File: src/rtl/pss_pkg.sv
package pss_pkg;

   typedef enum logic {
      MOD_LOW  = 1'b0,
      MOD_HIGH = 1'b1
   } modsel_e;

   function automatic int unsigned eff_main(input int unsigned m);
      return (m == 0) ? 1 : m;
   endfunction

   function automatic int unsigned eff_swallow(input int unsigned a,
                                               input int unsigned m,
                                               input int unsigned pre_log2);
      int unsigned cap;
      int unsigned ac;
      int unsigned me;
      cap = (1 << pre_log2) - 1;
      ac  = (a > cap) ? cap : a;
      me  = eff_main(m);
      return (ac > me) ? me : ac;
   endfunction

   function automatic bit bad_word(input int unsigned a,
                                   input int unsigned m,
                                   input int unsigned pre_log2);
      return (m == 0) || (a > m) || (a > ((1 << pre_log2) - 1));
   endfunction

endpackage

File: src/rtl/pss_prescale.sv
module pss_prescale
   import pss_pkg::*;
#(
   parameter int unsigned PRE_LOG2 = 5
) (
   input  logic    clk,
   input  logic    rst_n,
   input  modsel_e mode,
   output logic    tick
);
   localparam int unsigned PC_W = PRE_LOG2 + 1;
   localparam logic [PC_W-1:0] LOW_LAST  = PC_W'((1 << PRE_LOG2) - 1);
   localparam logic [PC_W-1:0] HIGH_LAST = PC_W'(1 << PRE_LOG2);

   logic [PC_W-1:0] pc_q;

   assign tick = (mode == MOD_HIGH) ? (pc_q == HIGH_LAST) : (pc_q == LOW_LAST);

   always_ff @(posedge clk or negedge rst_n) begin
      if (!rst_n)    pc_q <= '0;
      else if (tick) pc_q <= '0;
      else           pc_q <= pc_q + 1'b1;
   end


   prescale_high_chk: assert property (@(posedge clk) disable iff (!rst_n)
      (pc_q == LOW_LAST && mode == MOD_HIGH) |=> (pc_q == HIGH_LAST));

   prescale_low_chk: assert property (@(posedge clk) disable iff (!rst_n)
      (pc_q == LOW_LAST && mode == MOD_LOW) |=> (pc_q == '0));

   prescale_range_chk: assert property (@(posedge clk) disable iff (!rst_n)
      pc_q <= HIGH_LAST);

endmodule

File: src/rtl/pss_count.sv
module pss_count
   import pss_pkg::*;
#(
   parameter int unsigned M_W    = 11,
   parameter int unsigned A_W    = 6,
   parameter int unsigned M_INIT = 4,
   parameter int unsigned A_INIT = 3
) (
   input  logic           clk,
   input  logic           rst_n,
   input  logic           tick,
   input  logic [M_W-1:0] m_next,
   input  logic [A_W-1:0] a_next,
   output modsel_e        mode,
   output logic           boundary
);
   logic [M_W-1:0] m_left;
   logic [A_W-1:0] a_left;

   assign mode     = (a_left != '0) ? MOD_HIGH : MOD_LOW;
   assign boundary = tick && (m_left == M_W'(1));

   always_ff @(posedge clk or negedge rst_n) begin
      if (!rst_n) begin
         m_left <= M_W'(M_INIT);
         a_left <= A_W'(A_INIT);
      end else if (tick) begin
         if (boundary) begin
            m_left <= m_next;
            a_left <= a_next;
         end else begin
            m_left <= m_left - 1'b1;
            if (a_left != '0) a_left <= a_left - 1'b1;
         end
      end
   end


   swallow_bound_chk: assert property (@(posedge clk) disable iff (!rst_n)
      M_W'(a_left) <= m_left);

   main_nonzero_chk: assert property (@(posedge clk) disable iff (!rst_n)
      m_left != '0);

   swallow_step_chk: assert property (@(posedge clk) disable iff (!rst_n)
      (tick && !boundary && a_left != '0) |=> (a_left == $past(a_left) - 1'b1));

endmodule

File: src/rtl/pss_word_hold.sv
module pss_word_hold
   import pss_pkg::*;
#(
   parameter int unsigned M_W      = 11,
   parameter int unsigned A_W      = 6,
   parameter int unsigned PRE_LOG2 = 5,
   parameter int unsigned RST_WORD = 259
) (
   input  logic               clk,
   input  logic               rst_n,
   input  logic               load,
   input  logic [M_W+A_W-1:0] ctrl_word,
   input  logic               boundary,
   output logic [M_W-1:0]     m_next,
   output logic [A_W-1:0]     a_next,
   output logic [M_W+A_W-1:0] act_word,
   output logic               bad_q
);
   localparam int unsigned W        = M_W + A_W;
   localparam int unsigned RST_M    = RST_WORD >> A_W;
   localparam int unsigned RST_A    = RST_WORD & ((1 << A_W) - 1);
   localparam bit          BAD_INIT = bad_word(RST_A, RST_M, PRE_LOG2);

   logic [W-1:0]   pend_q;
   logic [W-1:0]   sel;
   logic [M_W-1:0] m_raw;
   logic [A_W-1:0] a_raw;
   logic           bad_next;

   assign sel      = load ? ctrl_word : pend_q;
   assign m_raw    = sel[W-1:A_W];
   assign a_raw    = sel[A_W-1:0];
   assign m_next   = M_W'(eff_main(32'(m_raw)));
   assign a_next   = A_W'(eff_swallow(32'(a_raw), 32'(m_raw), PRE_LOG2));
   assign bad_next = bad_word(32'(a_raw), 32'(m_raw), PRE_LOG2);

   always_ff @(posedge clk or negedge rst_n) begin
      if (!rst_n) begin
         pend_q   <= W'(RST_WORD);
         act_word <= W'(RST_WORD);
         bad_q    <= BAD_INIT;
      end else begin
         if (load) pend_q <= ctrl_word;
         if (boundary) begin
            act_word <= sel;
            bad_q    <= bad_next;
         end
      end
   end


   boundary_load_chk: assert property (@(posedge clk) disable iff (!rst_n)
      (load && boundary) |=> (act_word == $past(ctrl_word)));

endmodule

File: src/rtl/pulse_swallow_div.sv
module pulse_swallow_div
   import pss_pkg::*;
#(
   parameter int unsigned M_W      = 11,
   parameter int unsigned A_W      = 6,
   parameter int unsigned PRE_LOG2 = 5,
   parameter int unsigned RST_WORD = 259
) (
   input  logic               clk,
   input  logic               rst_n,
   input  logic [M_W+A_W-1:0] ctrl_word,
   input  logic               load,
   output logic               div_pulse,
   output logic               bad_setting
);
   localparam int unsigned RST_M = RST_WORD >> A_W;
   localparam int unsigned RST_A = RST_WORD & ((1 << A_W) - 1);

   if (A_W < PRE_LOG2 + 1) begin : g_bad_aw
      $error("swallow field too narrow for the prescaler modulus");
   end
   if (M_W < A_W) begin : g_bad_mw
      $error("main field must be at least as wide as the swallow field");
   end
   if (M_W + A_W > 31) begin : g_bad_word
      $error("control word wider than supported");
   end

   logic [M_W-1:0]     m_next;
   logic [A_W-1:0]     a_next;
   logic [M_W+A_W-1:0] act_word;
   logic               tick;
   logic               boundary;
   modsel_e            mode;

   pss_word_hold #(
      .M_W(M_W), .A_W(A_W), .PRE_LOG2(PRE_LOG2), .RST_WORD(RST_WORD)
   ) u_hold (
      .clk(clk), .rst_n(rst_n), .load(load), .ctrl_word(ctrl_word),
      .boundary(boundary), .m_next(m_next), .a_next(a_next),
      .act_word(act_word), .bad_q(bad_setting)
   );

   pss_prescale #(
      .PRE_LOG2(PRE_LOG2)
   ) u_pre (
      .clk(clk), .rst_n(rst_n), .mode(mode), .tick(tick)
   );

   pss_count #(
      .M_W(M_W), .A_W(A_W),
      .M_INIT(eff_main(RST_M)),
      .A_INIT(eff_swallow(RST_A, RST_M, PRE_LOG2))
   ) u_cnt (
      .clk(clk), .rst_n(rst_n), .tick(tick), .m_next(m_next),
      .a_next(a_next), .mode(mode), .boundary(boundary)
   );

   always_ff @(posedge clk or negedge rst_n) begin
      if (!rst_n) div_pulse <= 1'b0;
      else        div_pulse <= boundary;
   end


   pulse_width_chk: assert property (@(posedge clk) disable iff (!rst_n)
      div_pulse |=> !div_pulse);

   flag_update_chk: assert property (@(posedge clk) disable iff (!rst_n)
      !$stable(bad_setting) |-> div_pulse);

   word_hold_chk: assert property (@(posedge clk) disable iff (!rst_n)
      !$stable(act_word) |-> div_pulse);

endmodule

File: config.mk
export PLATFORM = sky130hd
export DESIGN_NAME = pulse_swallow_div
export DESIGN_NICKNAME = d
export VERILOG_FILES = /design/src/rtl/pss_pkg.sv /design/src/rtl/pss_prescale.sv /design/src/rtl/pss_count.sv /design/src/rtl/pss_word_hold.sv /design/src/rtl/pulse_swallow_div.sv
export SDC_FILE = /design/constraint.sdc
export NUM_CORES = 1
export LEC_CHECK = 0
export BUFFER_PORTS_ARGS = -buffer_cell sky130_fd_sc_hd__clkbuf_2
export CAP_MARGIN = 10
export CORE_MARGIN = 1.5
export CORE_UTILIZATION = 25
export DETAILED_ROUTE_END_ITERATION = 10
export PLACE_DENSITY = 0.46
export SETUP_SLACK_MARGIN = 0.05
export SLEW_MARGIN = 20
export SYNTH_ARGS = -nofsm -noshare
export SYNTH_HDL_FRONTEND = slang
export SYNTH_SLANG_ARGS = --single-unit
File: constraint.sdc
create_clock -name clk -period 3.2 [get_ports clk]
set_input_delay 0.16 -clock clk [delete_from_list [all_inputs] [get_ports clk]]
set_output_delay 0.16 -clock clk [all_outputs]
set_load 0.05 [all_outputs]
Word-level counts from Yosys, hierarchy flattened
Index checks and enable logic that the tools add are counted.
{"block": "totals", "output_inout_bits": 2, "register_bits": 42}
{"block": "op_classes", "reduce_logical": 7, "n_eq_ne": 3, "n_mux": 10, "n_lt_le_gt_ge": 3, "addsub": 3}
{"op": "$mux 6", "count": 5}
{"op": "$gt 6x11->1", "count": 2}
{"op": "$mux 11", "count": 2}
{"op": "$mux 17", "count": 1}
{"op": "$eq 11x1->1 const B", "count": 1}
{"op": "$logic_not 11->1", "count": 1}
{"op": "$sub 11x1->11 const B", "count": 1}
{"op": "$add 6x1->6 const B", "count": 1}
{"op": "$eq 6x5->1 const B", "count": 1}
{"op": "$eq 6x6->1 const B", "count": 1}
{"op": "$gt 6x5->1 const B", "count": 1}
{"op": "$reduce_bool 6->1", "count": 1}
{"op": "$sub 6x1->6 const B", "count": 1}
{"op": "$logic_or 1x1->1", "count": 2}
{"op": "$mux 1", "count": 2}
{"op": "$reduce_and 2->1", "count": 1}
{"op": "$reduce_bool 2->1", "count": 1}
{"op": "$logic_and 1x1->1", "count": 1}

Depth between registers and ports, before layout
{"block": "logic_depth", "ltp_word": 6, "ltp_mapped": 11, "ltp_nobuf": 10}

Cells and area by module
A second synthesis with hierarchy kept.
{"block": "hier_totals", "cells_unflattened": 323, "area_unflattened_um2": 3344.5}
{"mod": "pss_word_hold", "area_each_um2": 1854.3, "n_inst": 1, "cells_each": 167}
{"mod": "pss_count", "area_each_um2": 1167.4, "n_inst": 1, "cells_each": 130}
{"mod": "pss_prescale", "area_each_um2": 297.8, "n_inst": 1, "cells_each": 25}
{"mod": "pulse_swallow_div", "area_each_um2": 25.0, "n_inst": 1, "cells_each": 1}

Worst setup path before layout
No wires, ideal clock.
{"block": "synth_timing", "path_type": "input port to flip-flop", "startpoint": "input port load", "endpoint": "register u_cnt.a_left[2]", "t_arrival_ps": 2502, "setup_slack_ps": 567, "cell_stages": 10, "n_path_buf": 1, "cell_sequence": "clkbuf_1 > mux2i_1 > inv_1 > or2_2 > ha_1 > a21o_1 > a21o_1 > o221ai_2 > mux2i_1 > a21oi_1"}
{"block": "synth_between", "elab_chain_len": 6, "elab_cells_between_ends": 8, "classes_between": "order compare: 2; mux: 5; reduce/logical: 1"}
{"element": "from (decl)", "line_no": "pulse_swallow_div.sv:12", "rtl": "input logic load,"}
{"element": "$mux 17 *"}
{"element": "via u_hold.sel[5]", "line_no": "pss_word_hold.sv:25", "rtl": "logic [W-1:0] sel;"}
{"element": "$gt 6x5->1", "line_no": "pss_pkg.sv:19", "rtl": "ac = (a > cap) ? cap : a;"}
{"element": "$mux 6 *", "line_no": "pss_pkg.sv:19"}
{"element": "$gt 6x11->1", "line_no": "pss_pkg.sv:21", "rtl": "return (ac > me) ? me : ac;"}
{"element": "$mux 6 *", "line_no": "pss_pkg.sv:21"}
{"element": "$mux 6 *", "line_no": "pss_count.sv:28", "rtl": "if (boundary) begin"}
{"element": "to (signal assigned)", "line_no": "pss_count.sv:26", "rtl": "a_left <= A_W'(A_INIT);"}
{"element": "to (signal assigned)", "line_no": "pss_count.sv:30", "rtl": "a_left <= a_next;"}
{"element": "to (signal assigned)", "line_no": "pss_count.sv:33", "rtl": "if (a_left != '0) a_left <= a_left - 1'b1;"}
{"element": "to (decl)", "line_no": "pss_count.sv:18", "rtl": "logic [A_W-1:0] a_left;"}
The timed path passes the listed nets; every way through them passes the cells marked *.
A chain may end at the register's enable or synchronous reset.

Final worst setup path
{"block": "layout_timing", "startpoint": "register u_hold.pend_q[7]", "endpoint": "register u_cnt.a_left[3]"}
{"block": "layout_between", "elab_chain_len": 6}
{"element": "from (decl)", "line_no": "pss_word_hold.sv:24", "rtl": "logic [W-1:0] pend_q;"}
{"element": "from (signal assigned)", "line_no": "pss_word_hold.sv:39", "rtl": "pend_q <= W'(RST_WORD);"}
{"element": "from (signal assigned)", "line_no": "pss_word_hold.sv:43", "rtl": "if (load) pend_q <= ctrl_word;"}
{"element": "$mux 17 *"}
{"element": "$logic_not 11->1", "line_no": "pss_pkg.sv:9", "rtl": "return (m == 0) ? 1 : m;"}
{"element": "$mux 11 *", "line_no": "pss_pkg.sv:9"}
{"element": "$gt 6x11->1", "line_no": "pss_pkg.sv:21"}
{"element": "$mux 6 *", "line_no": "pss_pkg.sv:21"}
{"element": "$mux 6 *", "line_no": "pss_count.sv:28"}
Every way passes the cells marked *; elsewhere a longest branch is shown, timed or not.

==> results.toml <==
[power]
ir_drop_mv = 0.194
power_density_mw_per_mm2 = 397
p_leak_nw = 1.29

[clock_tree]
path_clk_slew_ns = 0.08
cts.path.max_buffers = 2
postCtsResizedCells = 0
root_buffer = "clkbuf_8"
clkLatencyLatePin_ns = 0.30
h-tree-depth = 2
numClockSinks = 42
cts_buffers = 5
cts_tree = "built"
cts_hold_buffers = 0
post_cts_buffers = 0

[synthesis]
synth_cell_types = 63
synth_area_per_cell_sq_um = 10.3
netlist_area_sq_mm = 0.00258
synth-main-ff-cell = "dfrtp_1"
yosys_warnings = 0
synth_edf_count = 0
synthCells = 250
ys_ff_latch = 42
synth-seq-area-share = 0.411
async_flop_share = 1.00
syn_nets = 287

[sta]
clock_skew_ns = 0.0120
post-route-period-util = 0.850
setup_slack_ns = 0.479
whs_ns = -0.0247
setup_viol = 0
fmax_ghz = 0.368
rsz0062_at_grt = "no"
final_max_slew_viol_count = 0
fin_tns_setup_ns = 0
relSlewSlack = 0.410
fin_crit_ns = 2.72
final-hold-violation-count = 28
worstMarginPinSlew_ns = 0.885

[detailed_routing]
wl_microns = 5730
num_vias = 1898
wire_per_inst_microns = 13.9
dr.pass1.iters = 4
drtIter0Drc = 61
avgViaCountPerCell = 4.62
drcViolationCount = 0
ant_nets = 0

[placement]
post_dp_cell_area_sq_mm = 0.00284
dp_cells = 403
dpl.hpwl_microns = 4430
port-buffer-count = 21
routabilityCongestion = 0.783
post-place-ws_ns = 0.365

[global_routing]
antenna_found_initial = 0
grt_usage = 0.115
grt_max_degree = 35
grt_pass1_wl_microns = 9940
grt_pass1_vias = 1926
grt-ovfl-total = 0

[cells_and_area]
syn_to_final_growth_pct = 14.2
final_cells = 411
final_cell_mix = "dfrtp_1 (36), inv_1 (23), clkbuf_2 (21)"
final_net_count = 314
layout_commonest_cell = "dfrtp_1"
final_area_sq_mm = 0.00294
drive_gt1_frac = 0.255
fillers = 1025
diodes = 0

[critical_path]
cp.arrival_ns = 2.89
crit_type = "reg2reg"
crit_path_end_kind = "register"
crit_path_start_kind = "register"
crit_required_ns = 3.37
crit_fanout = 7
critPathTopFamily = "compound AO/OA/AOI/OAI gates"
cp_cell_sequence = "or4_1 > o41ai_1 > buf_4 > a21o_1 > ha_1 > nand3b_1 > a21oi_1 > o221ai_2 > mux2i_1 > mux2i_1"
slowest_delay_ns = 0.51
crit_buf_inv = 1
cp_common_cell = "mux2i_1"
slowest_stage = "or4_1"

[status]
status = "complete, but fails checks"
violations = "hold timing"

[die]
rows = 36
die_h_microns = 105
die_x_microns = 105
num_io_pins = 22
start_util = 0.261
die_area_sq_mm = 0.0109
core-area_sq_mm = 0.00986

[run]
cap_violations = 0

[worst_hold_path]
hold_class = "in2async"
stage by stage:
step	power (mW)	util
2_1_floorplan	0.696	-
3_3_place_gp	0.764	0.288
3_5_place_dp	0.763	0.288
4_1_cts	1.19	0.298
5_1_grt	1.23	0.298
6_report	1.17	0.298
where the power goes:
part	internal (mW)	switching, mW	leakage, nW
logic	0.0772	0.103	0.750
registers	0.559	0.0121	0.489
clock network	0.234	0.184	0.0524
registers in the layout (all words and copies together) (netlist names):
register	count
u_hold.pend_q	17
u_cnt.m_left	11
div_pulse	1
u_pre.pc_q	6
u_cnt.a_left	6
u_hold.bad_q	1
final timing paths:
check	start	end	slack [ns]	cells past startpoint
worst max-delay path	u_hold.pend_q[7]	u_cnt.a_left[3]	0.48	10
worst min-delay path	rst_n	u_hold.pend_q[15]	-0.02	1
worst max register to register	u_hold.pend_q[7]	u_cnt.a_left[3]	0.48	10
worst min register to register	u_cnt.m_left[8]	u_cnt.m_left[8]	0.51	1
max in group asynchronous	rst_n	u_hold.pend_q[8]	2.48	2
min in group clk	ctrl_word[13]	u_hold.pend_q[13]	0.13	2
worst reg2reg max path, cell delays in order, from the launching register on:
cell	delay, ns
dfrtp_1	0.38
or4_1	0.51
o41ai_1	0.27
buf_4	0.19
a21o_1	0.11
ha_1	0.12
nand3b_1	0.09
a21oi_1	0.08
o221ai_2	0.46
mux2i_1	0.28
mux2i_1	0.09
cell families (layout without fill, tap and decap cells):
family / Yosys count / after routing / share of synthesized area
other: 1 / 1 / 0.00145
adder cells (fa/ha/maj): 17 / 17 / 0.0825
AO/OA/AOI/OAI: 57 / 57 / 0.162
multiplexers: 25 / 25 / 0.105
AND/OR/NAND/NOR: 70 / 70 / 0.157
flip-flops: 42 / 42 / 0.411
buffers and inverters: 31 / 59 / 0.0573
XOR/XNOR: 7 / 7 / 0.0238
area by class of cell:
cell class | instances | area, sq um | area share
clock buffers | 7 | 76.3 | 0.0259
clock inverters | 1 | 30.0 | 0.0102
inverters | 24 | 90.1 | 0.0306
multi-input cells | 177 | 1370 | 0.466
flip-flops and latches | 42 | 1060 | 0.360
well taps | 133 | 166 | 0.0565
repair buffers | 27 | 150 | 0.0510
per-layer routing:
layer	up-vias	track usage	wire, microns
li1	961	-	-
met1	905	0.155	2790
met2	25	0.184	2710
met3	7	0.0193	130
met4	0	0.0417	94
met5	-	0	0
Yosys cell counts (2+ instances only):
| cell type | n | share of area |
|---|---|---|
| a211oi_1 | 2 | 0.0058 |
| nor4_1 | 5 | 0.012 |
| mux2i_1 | 9 | 0.035 |
| clkbuf_1 | 2 | 0.0029 |
| or3_4 | 2 | 0.0087 |
| dfrtp_1 | 36 | 0.35 |
| a31oi_1 | 3 | 0.0073 |
| xor2_1 | 2 | 0.0068 |
| xnor2_1 | 5 | 0.017 |
| or2_2 | 3 | 0.0073 |
| o21ai_0 | 4 | 0.0078 |
| a21oi_1 | 17 | 0.033 |
| a21o_1 | 4 | 0.012 |
| o22ai_1 | 3 | 0.0073 |
| nand2_1 | 9 | 0.013 |
| a22oi_1 | 2 | 0.0058 |
| nor3_1 | 3 | 0.0058 |
| mux2_2 | 16 | 0.070 |
| o2bb2a_1 | 2 | 0.0078 |
| inv_1 | 23 | 0.033 |
| ha_1 | 17 | 0.083 |
| nand4_1 | 5 | 0.012 |
| dfstp_2 | 6 | 0.061 |
| a2111oi_0 | 2 | 0.0068 |
| nor2_1 | 17 | 0.025 |
| nand3_1 | 8 | 0.016 |
| nor3b_1 | 3 | 0.0087 |
| buf_6 | 2 | 0.0087 |
| and3_1 | 3 | 0.0073 |
| and2_1 | 2 | 0.0049 |
No activity file was read; power rests on OpenSTA's default activity.
